### src/rtl/blink_pkg.sv
package blink_pkg;
  typedef enum logic [1:0] {X_IDLE, X_CMD, X_DATA} xfer_st_t;
  typedef enum logic [1:0] {O_CTRL, O_BR, O_TURN} own_t;
endpackage

### src/rtl/blink_strap.sv
module blink_strap #(
  parameter int SW = 2
) (
  input  logic          clk,
  input  logic          rst,
  input  logic          pgood,
  input  logic [SW-1:0] pins,
  output logic [SW-1:0] strap
);
  logic [SW-1:0] samp_q;
  logic [SW-1:0] strap_q;
  logic          pg_q;

  always_ff @(posedge clk) begin
    if (rst) begin
      samp_q  <= '0;
      strap_q <= '0;
      pg_q    <= 1'b0;
    end else begin
      pg_q <= pgood;
      if (!pgood) samp_q <= pins;
      if (pgood && !pg_q) strap_q <= samp_q;
    end
  end

  assign strap = strap_q;


  strap_hold_chk: assert property (@(posedge clk) disable iff (rst)
    (pg_q && pgood) |=> $stable(strap_q));
endmodule

### src/rtl/blink_arb.sv
module blink_arb
  import blink_pkg::*;
(
  input  logic clk,
  input  logic lrst,
  input  logic mreq_n_i,
  input  logic srdy_n_i,
  input  logic xfer_idle,
  output own_t own,
  output own_t own_nxt,
  output logic mgnt_n_o
);
  own_t own_q, nxt;
  logic mgnt_q;
  logic grant_ok;

  assign grant_ok = xfer_idle && !srdy_n_i && !mreq_n_i;

  always_comb begin
    nxt = own_q;
    case (own_q)
      O_CTRL:  if (grant_ok) nxt = O_BR;
      O_BR:    if (mreq_n_i) nxt = O_TURN;
      O_TURN:  nxt = O_CTRL;
      default: nxt = O_CTRL;
    endcase
  end

  always_ff @(posedge clk) begin
    if (lrst) begin
      own_q  <= O_CTRL;
      mgnt_q <= 1'b1;
    end else begin
      own_q  <= nxt;
      mgnt_q <= (nxt != O_BR);
    end
  end

  assign own      = own_q;
  assign own_nxt  = nxt;
  assign mgnt_n_o = mgnt_q;


  grant_hold_chk: assert property (@(posedge clk) disable iff (lrst)
    (!mgnt_q && !mreq_n_i) |=> !mgnt_q);

  grant_release_chk: assert property (@(posedge clk) disable iff (lrst)
    (!mgnt_q && mreq_n_i) |=> mgnt_q);
endmodule

### src/rtl/blink_xfer.sv
module blink_xfer
  import blink_pkg::*;
#(
  parameter int DW = 16,
  parameter int LW = 4
) (
  input  logic          clk,
  input  logic          lrst,
  input  logic          start,
  input  logic [DW-1:0] hdr,
  input  logic [LW-1:0] len,
  input  logic [DW-1:0] hdat_data,
  input  logic          srdy_n_i,
  input  logic          own_br,
  input  logic          own_br_nxt,
  input  logic          cstb_n_i,
  input  logic [DW-1:0] lbus_i,
  input  logic          rsp_ready,
  output logic          idle,
  output logic [DW-1:0] lbus_o,
  output logic          lbus_oe,
  output logic          cstb_n_o,
  output logic          hdat_take,
  output logic          srdy_n_o,
  output logic          rsp_valid,
  output logic [DW-1:0] rsp_hdr
);
  localparam logic [LW-1:0] ONE = LW'(1);

  xfer_st_t      st_q;
  logic [DW-1:0] bus_q;
  logic          oe_q;
  logic          cstb_q;
  logic [LW-1:0] rem_q;

  // master side: header beat then data beats paced by slave-ready
  always_ff @(posedge clk) begin
    if (lrst) begin
      st_q   <= X_IDLE;
      bus_q  <= '0;
      oe_q   <= 1'b0;
      cstb_q <= 1'b1;
      rem_q  <= '0;
    end else begin
      case (st_q)
        X_IDLE: if (start) begin
          bus_q  <= hdr;
          oe_q   <= 1'b1;
          cstb_q <= 1'b0;
          rem_q  <= len;
          st_q   <= X_CMD;
        end
        X_CMD: begin
          cstb_q <= 1'b1;
          if (rem_q == '0) begin
            oe_q <= 1'b0;
            st_q <= X_IDLE;
          end else begin
            bus_q <= hdat_data;
            st_q  <= X_DATA;
          end
        end
        X_DATA: if (!srdy_n_i) begin
          if (rem_q == ONE) begin
            oe_q  <= 1'b0;
            rem_q <= '0;
            st_q  <= X_IDLE;
          end else begin
            bus_q <= hdat_data;
            rem_q <= rem_q - ONE;
          end
        end
        default: st_q <= X_IDLE;
      endcase
    end
  end

  assign hdat_take = ((st_q == X_CMD) && (rem_q != '0)) ||
                     ((st_q == X_DATA) && !srdy_n_i && (rem_q != ONE));
  assign idle     = (st_q == X_IDLE);
  assign lbus_o   = bus_q;
  assign lbus_oe  = oe_q;
  assign cstb_n_o = cstb_q;

  // slave side: capture the bridge header, hold it until read
  logic pend_q, pend_nxt, srdy_q;
  logic [DW-1:0] rhdr_q;
  logic capture;

  assign capture = !srdy_q && !cstb_n_i;

  always_comb begin
    pend_nxt = pend_q;
    if (capture) pend_nxt = 1'b1;
    else if (pend_q && rsp_ready) pend_nxt = 1'b0;
  end

  always_ff @(posedge clk) begin
    if (lrst) begin
      pend_q <= 1'b0;
      rhdr_q <= '0;
      srdy_q <= 1'b1;
    end else begin
      pend_q <= pend_nxt;
      if (capture) rhdr_q <= lbus_i;
      srdy_q <= !(own_br_nxt && !pend_nxt);
    end
  end

  assign srdy_n_o  = srdy_q;
  assign rsp_valid = pend_q;
  assign rsp_hdr   = rhdr_q;


  cstb_one_beat_chk: assert property (@(posedge clk) disable iff (lrst)
    !cstb_q |=> cstb_q);

  stall_hold_chk: assert property (@(posedge clk) disable iff (lrst)
    ((st_q == X_DATA) && srdy_n_i) |=> ((st_q == X_DATA) && $stable(bus_q) && oe_q));

  hdr_only_chk: assert property (@(posedge clk) disable iff (lrst)
    ((st_q == X_CMD) && (rem_q == '0)) |=> (!oe_q && !hdat_take));

  rsp_hold_chk: assert property (@(posedge clk) disable iff (lrst)
    (pend_q && !rsp_ready) |=> (pend_q && $stable(rhdr_q) && srdy_q));

  slave_only_chk: assert property (@(posedge clk) disable iff (lrst)
    !srdy_q |-> own_br);
endmodule

### src/rtl/bridge_link_ctrl.sv
module bridge_link_ctrl
  import blink_pkg::*;
#(
  parameter int DW = 16,
  parameter int LW = 4
) (
  input  logic          clk,
  input  logic          rst,
  input  logic          pgood,
  input  logic          mreq_n_i,
  output logic          mgnt_n_o,
  input  logic          cstb_n_i,
  output logic          cstb_n_o,
  input  logic          srdy_n_i,
  output logic          srdy_n_o,
  input  logic [DW-1:0] lbus_i,
  output logic [DW-1:0] lbus_o,
  output logic          lbus_oe,
  input  logic          hreq_valid,
  output logic          hreq_ready,
  input  logic [DW-1:0] hreq_hdr,
  input  logic [LW-1:0] hreq_len,
  input  logic [DW-1:0] hdat_data,
  output logic          hdat_take,
  output logic          rsp_valid,
  input  logic          rsp_ready,
  output logic [DW-1:0] rsp_hdr,
  output logic [1:0]    strap_o
);
  logic lrst;
  logic x_idle;
  own_t own, own_nxt;
  logic start;

  assign lrst = rst || !pgood;

  blink_strap #(.SW(2)) u_strap (
    .clk   (clk),
    .rst   (rst),
    .pgood (pgood),
    .pins  ({cstb_n_i, srdy_n_i}),
    .strap (strap_o)
  );

  blink_arb u_arb (
    .clk       (clk),
    .lrst      (lrst),
    .mreq_n_i  (mreq_n_i),
    .srdy_n_i  (srdy_n_i),
    .xfer_idle (x_idle && (own == O_CTRL)),
    .own       (own),
    .own_nxt   (own_nxt),
    .mgnt_n_o  (mgnt_n_o)
  );

  assign hreq_ready = !lrst && (own == O_CTRL) && x_idle && !srdy_n_i && mreq_n_i;
  assign start      = hreq_valid && hreq_ready;

  blink_xfer #(.DW(DW), .LW(LW)) u_xfer (
    .clk        (clk),
    .lrst       (lrst),
    .start      (start),
    .hdr        (hreq_hdr),
    .len        (hreq_len),
    .hdat_data  (hdat_data),
    .srdy_n_i   (srdy_n_i),
    .own_br     (own == O_BR),
    .own_br_nxt (own_nxt == O_BR),
    .cstb_n_i   (cstb_n_i),
    .lbus_i     (lbus_i),
    .rsp_ready  (rsp_ready),
    .idle       (x_idle),
    .lbus_o     (lbus_o),
    .lbus_oe    (lbus_oe),
    .cstb_n_o   (cstb_n_o),
    .hdat_take  (hdat_take),
    .srdy_n_o   (srdy_n_o),
    .rsp_valid  (rsp_valid),
    .rsp_hdr    (rsp_hdr)
  );


  ready_own_chk: assert property (@(posedge clk) disable iff (lrst)
    hreq_ready |-> (mgnt_n_o && !lbus_oe && cstb_n_o));

  bus_release_chk: assert property (@(posedge clk) disable iff (lrst)
    !mgnt_n_o |-> !lbus_oe);

  turnaround_chk: assert property (@(posedge clk) disable iff (lrst)
    $rose(mgnt_n_o) |-> !hreq_ready);

  ready_to_granted_chk: assert property (@(posedge clk) disable iff (lrst)
    !srdy_n_o |-> !mgnt_n_o);
endmodule

### config.mk
export PLATFORM = sky130hd
export DESIGN_NAME = bridge_link_ctrl
export DESIGN_NICKNAME = d
export VERILOG_FILES = /design/src/rtl/blink_pkg.sv /design/src/rtl/blink_strap.sv /design/src/rtl/blink_arb.sv /design/src/rtl/blink_xfer.sv /design/src/rtl/bridge_link_ctrl.sv
export SDC_FILE = /design/constraint.sdc
export NUM_CORES = 1
export LEC_CHECK = 0
export ABC_CLOCK_PERIOD_IN_PS = 2000
export CAP_MARGIN = 10
export CORE_ASPECT_RATIO = 1.75
export CORE_MARGIN = 10
export CORE_UTILIZATION = 42
export DETAILED_ROUTE_END_ITERATION = 10
export GPL_ROUTABILITY_DRIVEN = 0
export HOLD_SLACK_MARGIN = 0.03
export PLACE_DENSITY_LB_ADDON = 0.3
export SLEW_MARGIN = 10
export SYNTH_ARGS = -nofsm -noshare
export SYNTH_HDL_FRONTEND = slang
export SYNTH_SLANG_ARGS = --single-unit
### constraint.sdc
create_clock -name clk -period 2 [get_ports clk]
set_input_delay 0.4 -clock clk [delete_from_list [all_inputs] [get_ports clk]]
set_output_delay 0.4 -clock clk [all_outputs]
set_load 0.005 [all_outputs]
Yosys cells after proc, flatten, opt, wreduce, memory -nomap -nowiden. Cells that the tools add are included.

Add/sub/neg operators: 1. Eq/ne operators: 13. Multiplexer cells: 26. Reduce and logical (&&, ||, !) cells: 38.

Operators by type and width (count): $mux W16 (4); $pmux W16 S3 (1); $logic_and A1 B1 Y1 (15); $mux W2 (6); $mux W4 (3); $reduce_and A5 Y1 (2); $logic_not A1 Y1 (9); $ne A2 B1 Y1 const B (4); $pmux W4 S2 (1); $mux W1 (7); $eq A2 B1 Y1 const B (3); $ne A2 B2 Y1 const B (3); $pmux W2 S3 (1); $reduce_and A3 Y1 (2); $eq A4 B1 Y1 const B (1); $logic_not A2 Y1 (2); $logic_not A4 Y1 (1); $ne A4 B1 Y1 const B (1); $pmux W2 S2 (1); $reduce_bool A2 Y1 (2); $reduce_bool A4 Y1 (1); $sub A4 B1 Y4 const B (1); $pmux W1 S3 (1); $reduce_bool A3 Y1 (1); other kinds (4) (5).

Bits in registers: 50.

Longest topological paths before layout.
Word-level depth: 10. Depth in mapped cells: 7. Depth with buffers taken out: 6.

Modules after synthesis. From an unflattened synthesis, not the netlist that was laid out.

Cell total of the unflattened synthesis: 252. Area total of the unflattened synthesis: 2344.7 um2.

Modules (own cells, without submodules): blink_xfer (instances 1, cells an instance 217, area each 1973.1 um2, seq. area each 840.8 um2); blink_strap (instances 1, cells an instance 17, area each 186.4 um2, seq. area each 100.1 um2); blink_arb (instances 1, cells an instance 11, area each 128.9 um2, seq. area each 60.1 um2); bridge_link_ctrl (instances 1, cells an instance 7, area each 56.3 um2, seq. area each 0.0 um2).

Least setup slack after synthesis. Ideal clock, no wire load.

Path type: register to register. Start: reg u_xfer.st_q[0]. End: reg u_xfer.bus_q[0] (netlist: u_xfer.lbus_o[0]). Library setup time: 72 ps. Data arrival time: 1566 ps. Path slack: 362 ps. Stages on the path, launching flop included: 7. Path buffers: 2. Period minus slack after synthesis: 1638 ps. Cells stage by stage: dfxtp_1 -> inv_1 -> ha_1 -> clkbuf_1 -> clkbuf_1 -> o211ai_1 -> mux2i_1.

Word-level cells in the longest chain between the ends: 7. Elaborated cells between the ends (all ways): 14. Classes of those cells: eq/ne (6); mux (1); reduce/logical (7).

RTL lines: start, declared (line blink_xfer.sv:30) `xfer_st_t st_q;`; start signal, assigned (line blink_xfer.sv:39) `st_q <= X_IDLE;`; start signal, assigned (line blink_xfer.sv:51) `st_q <= X_CMD;`; start signal, assigned (line blink_xfer.sv:57) `st_q <= X_IDLE;`; $logic_not A2 Y1 (line blink_xfer.sv:45, blink_xfer.sv:80); $logic_and A1 B1 Y1 (3 in a row) (line bridge_link_ctrl.sv:56) `assign hreq_ready = !lrst && (own == O_CTRL) && x_idle && !srdy_n_i && mreq_n_i;`; $logic_and A1 B1 Y1 (line bridge_link_ctrl.sv:57) `assign start = hreq_valid && hreq_ready;`; $ne A2 B1 Y1 (no line); $reduce_and A5 Y1 (no line); end signal, assigned (line blink_xfer.sv:47) `bus_q <= hdr;`; end signal, assigned (line blink_xfer.sv:59) `bus_q <= hdat_data;`; end signal, assigned (line blink_xfer.sv:69) `bus_q <= hdat_data;`; end, declared (line blink_xfer.sv:31) `logic [DW-1:0] bus_q;`.

Several ways; a longest one is shown, not always the timed one. A chain may end at the register's enable or synchronous reset.

Final worst setup path.
Start: in rst. End: reg u_xfer.rem_q[1].

Word-level cells in the longest chain between the ends: 9.

RTL lines: start, declared (line bridge_link_ctrl.sv:8) `input logic rst,`; $logic_or A1 B1 Y1 * (line bridge_link_ctrl.sv:35) `assign lrst = rst || !pgood;`; $logic_not A1 Y1 (line bridge_link_ctrl.sv:56); $logic_and A1 B1 Y1 (4 in a row) (line bridge_link_ctrl.sv:56); $logic_and A1 B1 Y1 (line bridge_link_ctrl.sv:57); $ne A2 B1 Y1 (no line); $reduce_and A3 Y1 (no line); end signal, assigned (line blink_xfer.sv:50) `rem_q <= len;`; end signal, assigned (line blink_xfer.sv:70) `rem_q <= rem_q - ONE;`; end, declared (line blink_xfer.sv:34) `logic [LW-1:0] rem_q;`.

Mark *: on every way between the ends. The rest lies on a longest branch, timed or not.

==> metrics.yaml <==
synth_edf_count: 0
clk_pin_slew_ps: 90
antenna_found_initial: 0
hp-class: "reg -> reg"
synth.area.top_cells: "dfxtp_1, nand2_1, mux2i_1"
place_area_sq_mm: 0.00350
fin_crit_ps: 1910
combPwrFrac: 0.118
drive_gt1_frac: 0.124
grt.total_usage: 0.139
status: "completed"
multiInputGateArea_sq_mm: 0.00124
p_switching_uw: 438
synthFlopType: "dfxtp_1"
setup_ws_ps: 92.1
synth.area.mux_share: 0.0820
synth_top_family_by_area: "simple AND/OR/NAND/NOR gates"
postCtsHoldBufs: 0
end_kind: "flip-flop"
post-route-drc-count: 0
maxCapViolCount: 0
seq_area_frac_synth: 0.432
fp-row-count: 35
relSlewSlack: 0.777
synth_common_cells: "nand2_1, dfxtp_1, a21oi_1"
cpPeakStageDelay_ps: 510
yosysMostFrequentCell: "nand2_1"
start_util: 0.438
fp.dieH_um: 118
dr.pass1.iters: 4
cts_root_buffer: "clkbuf_8"
clockPowerShare: 0.371
p_seq_frac: 0.511
postSynthAreaPerCell_sq_um: 8.82
num_vias: 2240
synth_fa_ha_area_frac: 0.0378
synth-xor-area-share: 0.00378
die-area_sq_mm: 0.00901
setup-violations-final: 0
cp_top_family: "compound AO/OA/AOI/OAI gates"
yosysTopAreaCell: "dfxtp_1"
cp_max_fo: 29
grt_max_degree: 36
via_per_inst: 4.94
grt_pass1_vias: 2210
r2r_slack_ps: 160
antenna_cells: 0
fin_nets: 445
cp_slowest_cell: "o41a_1"
syn_nets: 330
seq_area_sq_mm: 0.00100
ys_warn_count: 0
crit_buf_inv: 2
synth-compound-area-share: 0.175
crit_path_cell_trace: "clkdlybuf4s50_1 > nand2b_2 > buf_4 > o41a_1 > a211oi_1 > a211oi_1"
wirelength_mm: 6.38
crit_type: "in -> reg"
synth_area_sq_mm: 0.00232
place_ws_ps: -367
period_share: 0.954
ys_ff_latch: 50
leakage_uw: 0.00137
drt-initial-drc-count: 79
syn-instance-count: 263
synthArstFlopShare: 0
detail-route-antenna-nets: 0
port_buffers: 100
synth_top_cell_area_share: 0.432
cts_buffers: 5
p_int_uw: 1540
worstPathArrival_ps: 2090
rsz0062_at_grt: "no"
hpwl_mm: 5.20
cpMostUsedCell: "a211oi_1"
max-vdd-ir-drop_mv: 0.546
start_kind: "input pin"
synth-simple-area-share: 0.222
p_per_area_mw_per_mm2: 541
die_x_um: 76.2
grt_pass1_wl_mm: 10.5
required_ps: 2190
worst_pin_slew_ps: 332
ioPinCount: 101
routedWlPerCell_um: 14.1
slew_violations: 0
area_growth_syn_to_layout_pct: 58.0
fmax_ghz: 0.524
yosysUniqueCellTypes: 44
cts_tree: "done"
clk_path_buf_depth: 2
skew_ps: 8.06
n_fill_cell: 450
core_sq_mm: 0.00530
hold_viol_final: 0
grt_overflow: 0
htree_levels: 2
final_cell_area_sq_mm: 0.00366
clock-sinks: 50
swShare: 0.221
clock_latency_ps: 310
-- tightest hold or removal path, cell delays in order (launching register included) --
cell and delay, ps:
dfxtp_1 320, nand2_1 50, a21oi_1 50
-- power by group through the flow --
| stage | sequential, uW | combinational [uW] | clock [uW] |
|---|---|---|---|
| global placement | 1040 | 231 | 0 |
| detailed placement | 1040 | 234 | 0 |
| global route | 1010 | 254 | 792 |
| CTS | 1010 | 237 | 753 |
| floorplan | 1040 | 78.3 | 0 |
| finish | 1010 | 234 | 734 |
-- final cells by class --
| cell class | instances | area share |
|---|---|---|
| clock inverter | 3 | 0.0133 |
| timing repair buffer | 122 | 0.319 |
| inverter | 10 | 0.0102 |
| multi-input combinational | 189 | 0.340 |
| clock buffer | 5 | 0.0188 |
| sequential | 50 | 0.273 |
| tap | 74 | 0.0253 |
-- path summary, 6_finish.rpt --
path | start | end | cells past startpoint
worst max register to register | u_xfer.st_q[0]$_SDFFE_PP0P_ | u_xfer.rem_q[1]$_SDFFE_PP0P_ | 8
worst min-delay path | u_strap.strap[1]$_SDFFE_PP0P_ | u_strap.strap[1]$_SDFFE_PP0P_ | 2
worst min register to register | u_strap.strap[1]$_SDFFE_PP0P_ | u_strap.strap[1]$_SDFFE_PP0P_ | 2
worst max-delay path | rst | u_xfer.rem_q[1]$_SDFFE_PP0P_ | 6
-- kinds of logic after synthesis --
family                   count (synthesis)
AND/OR/NAND/NOR                        100
AO/OA/AOI/OAI                           62
multiplexers                            19
XOR/XNOR                                 1
buffers and inverters                   24
adder cells (fa/ha/maj)                  7
flip-flops                              50
-- cells in the final DEF (no fill, tap or decap), drive strengths merged, types with 2 or more instances in the layout --
master	n
ha	7
nor3	3
o211ai	16
inv	10
nand2b	18
clkdlybuf4s50	98
o21ai	9
buf	24
o31ai	2
mux2i	19
or3	2
nor4	3
nor2	9
a221oi	2
a211oi	3
nor2b	2
dfxtp	50
a21oi	23
clkbuf	5
nand2	52
or3b	2
-- stage by stage --
stage	hold WS, ps	setup TNS [ps]	power (uW)	std cells	utilization
2_1_floorplan	447	0	1110	263	-
3_3_place_gp	441	-5870	1270	444	0.660
3_5_place_dp	447	-6350	1270	444	0.660
4_1_cts	460	0	2000	453	0.690
5_1_grt	479	0	2060	453	0.691
6_report	455	0	1980	453	0.691
-- state kept, by name, summed over array words and instances (netlist names) --
| signal | count |
|---|---|
| u_xfer.cstb_n_o | 1 |
| u_xfer.st_q | 2 |
| u_strap.samp_q | 2 |
| u_xfer.rsp_hdr | 16 |
| u_strap.strap | 2 |
| u_xfer.rem_q | 4 |
| u_strap.pg_q | 1 |
| u_xfer.srdy_n_o | 1 |
| u_xfer.rsp_valid | 1 |
| u_arb.mgnt_n_o | 1 |
| u_xfer.lbus_o | 16 |
| u_arb.own | 2 |
| u_xfer.lbus_oe | 1 |
-- what timing repair did --
action                                  4_1_cts  5_1_grt
resized for setup                            13        6
endpoints found under the setup margin        3        4
pin swaps                                     1        1
buffers inserted                              1        0
-- layer usage --
layer	vias up	share of wire	global-route usage
li1	1145	-	-
met5	-	0	0
met1	1015	0.37	0.130
met2	72	0.54	0.264
met3	8	0.070	0.0508
met4	0	0.015	0.0491
No activity file was read; power rests on OpenSTA's default activity.
